==> src/rtl/can_irq_pkg.sv <==
package can_irq_pkg;

    localparam int NUM_CLASSES = 4;

    typedef enum logic [1:0] {
        CLS_XFER  = 2'd0,
        CLS_PERR  = 2'd1,
        CLS_ALERT = 2'd2,
        CLS_OVF   = 2'd3
    } irq_class_e;

    typedef struct packed {
        logic tx_ok;
        logic rx_ok;
        logic proto_err;
        logic warn_tx;
        logic warn_rx;
        logic busoff_chg;
        logic list_len;
        logic list_obj;
        logic cnt_ovf;
    } node_events_t;

endpackage

==> src/rtl/can_irq_class_detect.sv <==
module can_irq_class_detect
    import can_irq_pkg::*;
(
    input  node_events_t           ev,
    output logic [NUM_CLASSES-1:0] hit
);

    always_comb begin
        hit            = '0;
        hit[CLS_XFER]  = ev.tx_ok | ev.rx_ok;
        hit[CLS_PERR]  = ev.proto_err;
        hit[CLS_ALERT] = ev.warn_tx | ev.warn_rx | ev.busoff_chg
                       | ev.list_len | ev.list_obj;
        hit[CLS_OVF]   = ev.cnt_ovf;
    end

endmodule

==> src/rtl/can_irq_router.sv <==
module can_irq_router
    import can_irq_pkg::*;
#(
    parameter int NUM_LINES = 8,
    parameter int PTR_W     = $clog2(NUM_LINES)
) (
    input  logic [NUM_CLASSES-1:0]       hit,
    input  logic [NUM_CLASSES-1:0]       en,
    input  logic [NUM_CLASSES*PTR_W-1:0] ptr,
    output logic [NUM_LINES-1:0]         hw_req
);

    localparam logic [NUM_LINES-1:0] ONE = {{(NUM_LINES-1){1'b0}}, 1'b1};

    logic [NUM_LINES-1:0] cls_mask [NUM_CLASSES];

    for (genvar c = 0; c < NUM_CLASSES; c++) begin : g_cls
        assign cls_mask[c] = (hit[c] && en[c])
                           ? (ONE << ptr[c*PTR_W +: PTR_W])
                           : '0;
    end

    always_comb begin
        hw_req = '0;
        for (int c = 0; c < NUM_CLASSES; c++) begin
            hw_req = hw_req | cls_mask[c];
        end
    end

endmodule

==> src/rtl/can_irq_gen.sv <==
module can_irq_gen
    import can_irq_pkg::*;
#(
    parameter int NUM_LINES = 8,
    parameter int LEC_W     = 3,
    parameter int PTR_W     = $clog2(NUM_LINES)
) (
    input  logic                         clk,
    input  logic                         rst_n,
    input  logic                         ev_tx_ok,
    input  logic                         ev_rx_ok,
    input  logic                         ev_proto_err,
    input  logic [LEC_W-1:0]             lec_in,
    input  logic                         ev_warn_tx,
    input  logic                         ev_warn_rx,
    input  logic                         ev_busoff_chg,
    input  logic                         ev_list_len,
    input  logic                         ev_list_obj,
    input  logic                         ev_cnt_ovf,
    input  logic [NUM_CLASSES-1:0]       cls_en,
    input  logic [NUM_CLASSES*PTR_W-1:0] cls_ptr,
    input  logic                         trig_wr,
    input  logic [NUM_LINES-1:0]         trig_wdata,
    output logic [NUM_LINES-1:0]         trig_rdata,
    output logic [NUM_LINES-1:0]         irq_o,
    output logic [LEC_W-1:0]             lec_o
);

    typedef struct packed {
        logic [NUM_LINES-1:0] irq;
        logic [LEC_W-1:0]     lec;
    } state_t;

    node_events_t             ev;
    logic [NUM_CLASSES-1:0]   hit;
    logic [NUM_LINES-1:0]     hw_req;
    logic [NUM_LINES-1:0]     sw_req;
    state_t                   st_d;
    state_t                   st_q;

    always_comb begin
        ev            = '0;
        ev.tx_ok      = ev_tx_ok;
        ev.rx_ok      = ev_rx_ok;
        ev.proto_err  = ev_proto_err;
        ev.warn_tx    = ev_warn_tx;
        ev.warn_rx    = ev_warn_rx;
        ev.busoff_chg = ev_busoff_chg;
        ev.list_len   = ev_list_len;
        ev.list_obj   = ev_list_obj;
        ev.cnt_ovf    = ev_cnt_ovf;
    end

    can_irq_class_detect u_detect (
        .ev  (ev),
        .hit (hit)
    );

    can_irq_router #(
        .NUM_LINES (NUM_LINES),
        .PTR_W     (PTR_W)
    ) u_router (
        .hit    (hit),
        .en     (cls_en),
        .ptr    (cls_ptr),
        .hw_req (hw_req)
    );

    assign sw_req = trig_wr ? trig_wdata : '0;

    always_comb begin
        st_d     = st_q;
        st_d.irq = hw_req | sw_req;
        if (ev_proto_err) begin
            st_d.lec = lec_in;
        end
    end

    always_ff @(posedge clk or negedge rst_n) begin
        if (!rst_n) begin
            st_q <= '0;
        end else begin
            st_q <= st_d;
        end
    end

    assign irq_o      = st_q.irq;
    assign lec_o      = st_q.lec;
    assign trig_rdata = '0;

endmodule

==> config.mk <==
export PLATFORM = sky130hd
export DESIGN_NAME = can_irq_gen
export DESIGN_NICKNAME = d
export VERILOG_FILES = /design/src/rtl/can_irq_pkg.sv /design/src/rtl/can_irq_class_detect.sv /design/src/rtl/can_irq_router.sv /design/src/rtl/can_irq_gen.sv
export SDC_FILE = /design/constraint.sdc
export NUM_CORES = 1
export LEC_CHECK = 0
export BUFFER_PORTS_ARGS = -buffer_cell sky130_fd_sc_hd__buf_2
export CAP_MARGIN = 20
export CORE_ASPECT_RATIO = 0.75
export CORE_MARGIN = 4
export CORE_UTILIZATION = 35
export CTS_CLUSTER_SIZE = 25
export DETAILED_ROUTE_END_ITERATION = 12
export GPL_TIMING_DRIVEN = 1
export PLACE_DENSITY = 0.8
export SYNTH_ARGS = -nofsm -noshare
export SYNTH_HDL_FRONTEND = slang
export SYNTH_HIERARCHICAL = 1
export SYNTH_SLANG_ARGS = --single-unit
==> constraint.sdc <==
create_clock -name clk -period 0.8 [get_ports clk]
set_clock_uncertainty 0.05 [all_clocks]
set_input_delay 0.08 -clock clk [delete_from_list [all_inputs] [get_ports clk]]
set_output_delay 0.08 -clock clk [all_outputs]
set_load 0.03 [all_outputs]
==> results of run 1 <==
worst paths after layout:
kind / from / end / slack, ns / cells after the start
setup / recovery: ev_rx_ok / irq_o[0] / -0.28 / 6
min in group asynchronous: rst_n / irq_o[6] / 0.17 / 2
hold / removal: lec_in[1] / lec_o[1] / 0.002 / 2
setup reg to reg: lec_o[2] / lec_o[2] / -0.04 / 1
hold reg to reg: lec_o[1] / lec_o[1] / 0.48 / 1
max in group asynchronous: rst_n / lec_o[1] / 0.32 / 2
worst max-delay path: stages:
cell and delay, ns:
buf_6 0.09, or2_1 0.24, nand2b_1 0.17, o32ai_1 0.13, a221o_2 0.31, a21o_1 0.15
what timing repair did:
item | in CTS | in global routing
resized for setup | 25 | 1
endpoints found under the setup margin | 22 | 22
endpoints found under the hold margin | 20 | 1
pin swaps | 5 | 1
gates cloned | 0 | 0
layout make-up:
cell class              count  area, µm²  share of cell area, %
multi-input cells          63        474                   38.3
repair buffers             60        429                   34.6
clock buffers               4       26.3                   2.12
well taps                  24       30.0                   2.42
flip-flops and latches     11        279                   22.5
stage by stage:
| step | std cells | hold slack (ns) | area, µm² | worst slack, ns | utilization, % |
|---|---|---|---|---|---|
| final | 162 | 0.00235 | 1240 | -0.279 | 61.0 |
| after global routing | 162 | -0.000120 | 1240 | -0.330 | 61.0 |
| after CTS | 162 | -0.00385 | 1230 | -0.267 | 60.7 |
| after detailed placement | 150 | -0.0993 | 1040 | -0.539 | 51.1 |
| after global placement | 150 | -0.0994 | 1040 | -0.526 | 51.1 |
| after floorplan | 85 | -0.266 | 821 | -0.378 | - |
cell usage in the layout (no fill, tap or decap):
master          n
a21o_1          8
a221o_1         2
a221o_2         4
a311o_1         2
and3_1          1
and3_4          3
and3b_4         1
buf_2          36
buf_4           3
buf_6          13
clkbuf_1        1
clkbuf_4        3
conb_1          8
dfrtp_1         8
dfrtp_2         3
dlygate4sd3_1   8
mux2_4          3
nand2_1         3
nand2_2         1
nand2b_1        3
nand3_1         2
nand3b_1        3
nor2_1          4
nor2b_1         4
nor3_2          1
o22ai_1         4
o22ai_2         2
o32ai_1         2
or2_1           1
or3b_1          1
layer usage:
| metal | share of wire, % | vias to the layer above | global-route usage, % |
|---|---|---|---|
| met3 | 11 | 2 | 2.13 |
| met5 | 0 | - | 0 |
| met2 | 46 | 41 | 22.8 |
| met1 | 43 | 357 | 18.3 |
| met4 | 0.55 | 0 | 4.24 |
| li1 | - | 403 | - |
cells by family (layout without fill, tap and decap cells):
group / count (synthesis) / in the layout
DFF: 11 / 11
and+or+nand+nor: 28 / 28
other: 1 / 8
buffers and inverters: 11 / 64
muxes: 3 / 3
AOI/OAI and AO/OA: 24 / 24
where the power goes:
part	internal, W	total [W]	switching, W	leakage [nW]
clock	0.000192	0.000356	0.000164	0.0150
combinational	0.000323	0.000664	0.000341	0.489
sequential	0.000613	0.000643	0.0000299	0.131
total	0.00113	0.00166	0.000534	0.635
sequential cells by signal (all words and copies together), names as in the netlist:
name and flops:
lec_o 3, irq_o 8
==> metrics.md, run 1 <==
| Metric | Value |
|---|---|
| Most instantiated cells after synthesis | `dfrtp_1, buf_4, a21o_1` |
| Highest Clock Rate | `a little over 0.9 GHz` |
| Mux contribution to synthesized area | `between 4 and 5%` |
| Synth Area in Simple Gates | `around 22%` |
| CP Capture Type | `flop` |
| Antenna cells | `0` |
| Worst-path clk slew | `roughly 0.06 ns` |
| Placer Congestion | `0.820` |
| Area of the mapped netlist | `around 760 µm²` |
| Largest cells by area after synthesis | `dfrtp_1, buf_4, a21o_1, a221o_2, o22ai_1` |
| Cells after synthesis | `78` |
| Unique cell type count in the Yosys netlist | `24` |
| Initial DRC count | `15` |
| Inserted Clock Buffers | `3` |
| Most frequent cell after synthesis | `dfrtp_1` |
| Violated checks | `setup timing` |
| # rows | `14` |
| Worst Setup Slack, final | `-0.279 ns` |
| CP Max Fanout | `4` |
| Leak | `0.635 nW` |
| Largest net degree at the start of global routing | `12` |
| Gr usage total | `about 14%` |
| Vias in the first global route | `between 700 and 800` |
| Via density | `about 5.0` |
| Clk_lat worst skew | `0.26 ns` |
| Htree depth | `1` |
| Chip Height | `about 48 µm` |
| Unrepaired setup endpoints after global routing | `yes` |
| Area Overhead vs Synth | `62.3%` |
| Power, Total | `roughly 0.0017 W` |
| Root Buffer | `clkbuf_4` |
| Post-route ant nets | `0` |
| CP arrival | `~1.2 ns` |
| Clock sinks | `11` |
| CP Launch Type | `input port` |
| Max-cap viol count | `0` |
| 1st-pass router iterations | `4` |
| Peak VDD IR | `0.00117 V` |
| Sum Neg Setup Slack | `-3.11 ns` |
| Crit path required time | `around 0.9 ns` |
| Global route total overflow | `0` |
| First-pass GRT wire length | `3220 µm` |
| Fraction of the mapped netlist area in adder cells | `0%` |
| Final Max Slew Viols | `0` |
| DR DRC count | `0` |
| Layout cells sized above 1 | `between 50% and 60%` |
| Syn avg cell area | `between 9 and 10 µm²` |
| Synth top area share | `about 36%` |
| Via count | `around 800` |
| Number of nets in the layout | `between 150 and 200` |
| HPWL after detailed placement | `around 1700 µm` |
| Largest family of logic cells by synthesized area | `compound AO/OA/AOI/OAI gates` |
| Clk buf depth | `2` |
| IO Pins | `58` |
| Compound-Gate Fraction of Synth Area | `between 20% and 30%` |
| Setup bufs post-CTS | `0` |
| Core area | `between 0.002 and 0.0025 mm²` |
| Post-synth ARST share | `100%` |
| Avg WL per Cell | `13.5 µm` |
| Tmin final | `about 1.1 ns` |
| Power per cell area | `~1300 mW/mm²` |
| Status | `finished, violations left` |
| Post-Synth XOR/XNOR Area | `0%` |
| Number of enable flip-flop cells after synthesis | `0` |
| Final setup fails | `22` |
| Die area | `about 0.003 mm²` |
| Fill cells | `169` |
| Flops & latches, synth | `11` |
| Initial core utilization | `around 38%` |
| Final WL | `approximately 2200 µm` |
| CP Class | `in2reg` |
| HP Class | `in2reg` |
| CTS tree | `yes` |
| Synth Flop Type | `dfrtp_1` |
| Hold_buf cts | `8` |
| Sequential-to-total area share from yosys stat | `between 30% and 40%` |
| Part of the cycle the worst path needs | `135%` |
| Die Width | `61.9 µm` |
| Port bufs | `~50` |
| Synth area leader | `dfrtp_1` |
| Final Hold Fails | `0` |
| Number of synthesis warnings | `6` |
| Initial antenna violation count | `0` |
Note: power is estimated with default switching activity, not from simulation.
==> run 2, diff against run 1 <==
--- a/config.mk
+++ b/config.mk
@@ -8,12 +8,13 @@
 export BUFFER_PORTS_ARGS = -buffer_cell sky130_fd_sc_hd__buf_2
 export CAP_MARGIN = 20
 export CORE_ASPECT_RATIO = 0.75
-export CORE_MARGIN = 4
+export CORE_MARGIN = 2
 export CORE_UTILIZATION = 35
 export CTS_CLUSTER_SIZE = 25
 export DETAILED_ROUTE_END_ITERATION = 12
 export GPL_TIMING_DRIVEN = 1
 export PLACE_DENSITY = 0.8
+export SETUP_SLACK_MARGIN = 0.5
 export SYNTH_ARGS = -nofsm -noshare
 export SYNTH_HDL_FRONTEND = slang
 export SYNTH_HIERARCHICAL = 1
==> run 2 against run 1 <==
  * The flow finishes with violations (hold timing, setup timing)
  * Non-clock buffer count decreased by 8
  * Register-to-register slack barely moved
  * Via count grew 1.7%
  * Fmax up 0.17%
  * Die area is 14% lower
  * Count of clock-buffer cells in the layout is the same
  * Wire length down 7.3%
==> metrics.md, run 2 (synthesized netlist as in run 1, its figures left out) <==
| Metric | Value |
|---|---|
| Flop pwr share | `39.3% (was 38.7%)` |
| Initial core utilization | `37.6% (unchanged)` |
| Comb pwr share | `39.0% (was 39.9%)` |
| # rows | `14 (unchanged)` |
| Depth of the most critical reg-to-reg path | `1 (unchanged)` |
| Via count | `817 (was 803)` |
| Final WL | `2020 µm (was 2180 µm)` |
| CP peak stage delay | `0.27 ns (was 0.31 ns)` |
| Die Width | `57.9 µm (was 61.9 µm)` |
| CP Launch Point | `ev_list_obj (was ev_rx_ok)` |
| Clk_lat worst skew | `0.26 ns (about the same)` |
| Largest net degree at the start of global routing | `12 (unchanged)` |
| Antenna cells | `0 (unchanged)` |
| HPWL after detailed placement | `1630 µm (was 1710 µm)` |
| Worst-path clk slew | `0.06 ns (about the same)` |
| CP Class | `in2reg (unchanged)` |
| CP arrival | `1.18 ns (about the same)` |
| Worst-path cell chain | `buf_6, nor3_4, nand2_2, and3_4, and3_4, a311o_1, a21o_1 (was buf_6, or2_1, nand2b_1, o32ai_1, a221o_2, a21o_1)` |
| Int Pwr | `0.00112 W (was 0.00113 W)` |
| Most frequent cells in the layout | `buf_2, buf_6, dfrtp_2 (was buf_2, buf_6)` |
| IO Pins | `58 (unchanged)` |
| Violated checks | `hold timing, setup timing (was setup timing)` |
| Layout cells sized above 1 | `62.3% (was 52.9%)` |
| CTS tree | `yes (unchanged)` |
| Highest Clock Rate | `0.929 GHz (was 0.927 GHz)` |
| Power per cell area | `1390 mW/mm² (was 1340 mW/mm²)` |
| Die area | `0.00257 mm² (was 0.00300 mm²)` |
| Reg2reg start | `lec_o[2] (unchanged)` |
| Final Max Slew Viols | `0 (unchanged)` |
| Reg2reg end | `lec_o[2] (unchanged)` |
| DR DRC count | `0 (unchanged)` |
| Crit-path most repeated cell | `and3_4` |
| Post-route ant nets | `0 (unchanged)` |
| Clock sinks | `11 (unchanged)` |
| Tmin final | `1.08 ns (about the same)` |
| Root Buffer | `clkbuf_4 (unchanged)` |
| Clk buf depth | `2 (unchanged)` |
| Part of the cycle the worst path needs | `135% (about the same)` |
| Via density | `5.31 (was 4.96)` |
| HP Class | `in2async (was in2reg)` |
| CP Capture Type | `flop (unchanged)` |
| Worst path slowest cell | `a311o_1 (was a221o_2)` |
| Final setup fails | `22 (unchanged)` |
| Max reg flops | `8 (unchanged)` |
| Chip Height | `44.4 µm (was 48.4 µm)` |
| Clock network power share | `21.7% (was 21.4%)` |
| 1st-pass router iterations | `4 (unchanged)` |
| Fill cells | `194 (was 169)` |
| Unrepaired setup endpoints after global routing | `yes (unchanged)` |
| Max-cap viol count | `0 (unchanged)` |
| Initial DRC count | `17 (was 15)` |
| Most common cell after layout, fill and taps aside | `buf_2 (unchanged)` |
| Avg WL per Cell | `13.1 µm (was 13.5 µm)` |
| Inserted Clock Buffers | `3 (unchanged)` |
| Final design utilization | `58.3% (was 61.0%)` |
| Area Overhead vs Synth | `55.2% (was 62.3%)` |
| CP Max Fanout | `4 (unchanged)` |
| Hold Slack | `-0.380 ns (was 0.00235 ns)` |
| Core area | `0.00203 mm² (unchanged)` |
| Gr usage total | `16.2% (was 13.9%)` |
| Status | `finished, violations left (unchanged)` |
| Port bufs | `49 (unchanged)` |
| Number of nets in the layout | `170 (was 178)` |
| Sum Neg Setup Slack | `-3.30 ns (was -3.11 ns)` |
| Leak | `0.606 nW (was 0.635 nW)` |
| Initial antenna violation count | `0 (unchanged)` |
| Setup crit end | `irq_o[7] (was irq_o[0])` |
| Final Hold Fails | `20 (was 0)` |
| Placer Congestion | `0.798 (was 0.820)` |
| Switching Power | `0.000533 W (was 0.000534 W)` |
| Sw Ratio | `32.3% (was 32.1%)` |
| Worst Setup Slack, final | `-0.277 ns (was -0.279 ns)` |
| Vias in the first global route | `759 (was 778)` |
| R2r setup slk | `-0.04 ns (about the same)` |
| Htree depth | `1 (unchanged)` |
| CP Launch Type | `input port (unchanged)` |
| Peak VDD IR | `0.000889 V (was 0.00117 V)` |
| Global route total overflow | `0 (unchanged)` |
| Crit path required time | `0.90 ns (about the same)` |
| First-pass GRT wire length | `3170 µm (was 3220 µm)` |
[run 2: area by class of cell]
| class | count | area (µm²) | share of cell area (%) |
|---|---|---|---|
| clock buffer | 4 | 26.3 | 2.22 |
| multi-input combinational | 63 | 487 | 41.1 |
| sequential | 11 | 287 | 24.2 |
| tap | 24 | 30.0 | 2.53 |
| timing repair buffer | 52 | 355 | 30.0 |
[run 2: per-layer routing]
layer  vias up  global-route usage, %  wire length (µm)
met5         -                      0                 0
met4         0                   7.44                23
met2        54                   28.6               939
li1        387                      -                 -
met1       374                   19.5               836
met3         2                   2.63               224
[run 2: critical path, delay by kind of cell]
family	cells	cell delay [ns]
buf+inv	1	0.10
compound gates	2	0.42
simple gates	4	0.58
[run 2: worst min-delay path by stage]
stage          slack (ns)       end
3_5_place_dp        -0.09  lec_o[1]
4_1_cts             -0.38  lec_o[1]
3_3_place_gp        -0.10  irq_o[7]
6_report            -0.38  lec_o[2]
5_1_grt             -0.38  irq_o[2]
2_1_floorplan       -0.27  irq_o[0]
[run 2: repair_timing]
action,CTS,global route
endpoints found under the setup margin,22,22
setup buffers,0,0
gates resized for setup,27,3
pin swaps,6,2
hold endpoints to repair,22,22
[run 2: power by group through the flow]
stage	Clock, W	Combinational, W	Sequential (W)
final	0.000358	0.000644	0.000648
after global routing	0.000411	0.000688	0.000651
after CTS	0.000374	0.000632	0.000648
after detailed placement	0	0.000552	0.000645
after global placement	0	0.000541	0.000643
after floorplan	0	0.000255	0.000760
[run 2: through the flow]
stage / area [µm²] / hold WS, ns / worst slack, ns / cells / total power (W)
final: 1180 / -0.380 / -0.277 / 154 / 0.00165
after global routing: 1180 / -0.383 / -0.324 / 154 / 0.00175
after CTS: 1170 / -0.384 / -0.260 / 154 / 0.00165
after detailed placement: 1050 / -0.0949 / -0.550 / 150 / 0.00120
after global placement: 1050 / -0.100 / -0.527 / 150 / 0.00118
after floorplan: 828 / -0.266 / -0.378 / 85 / 0.00101
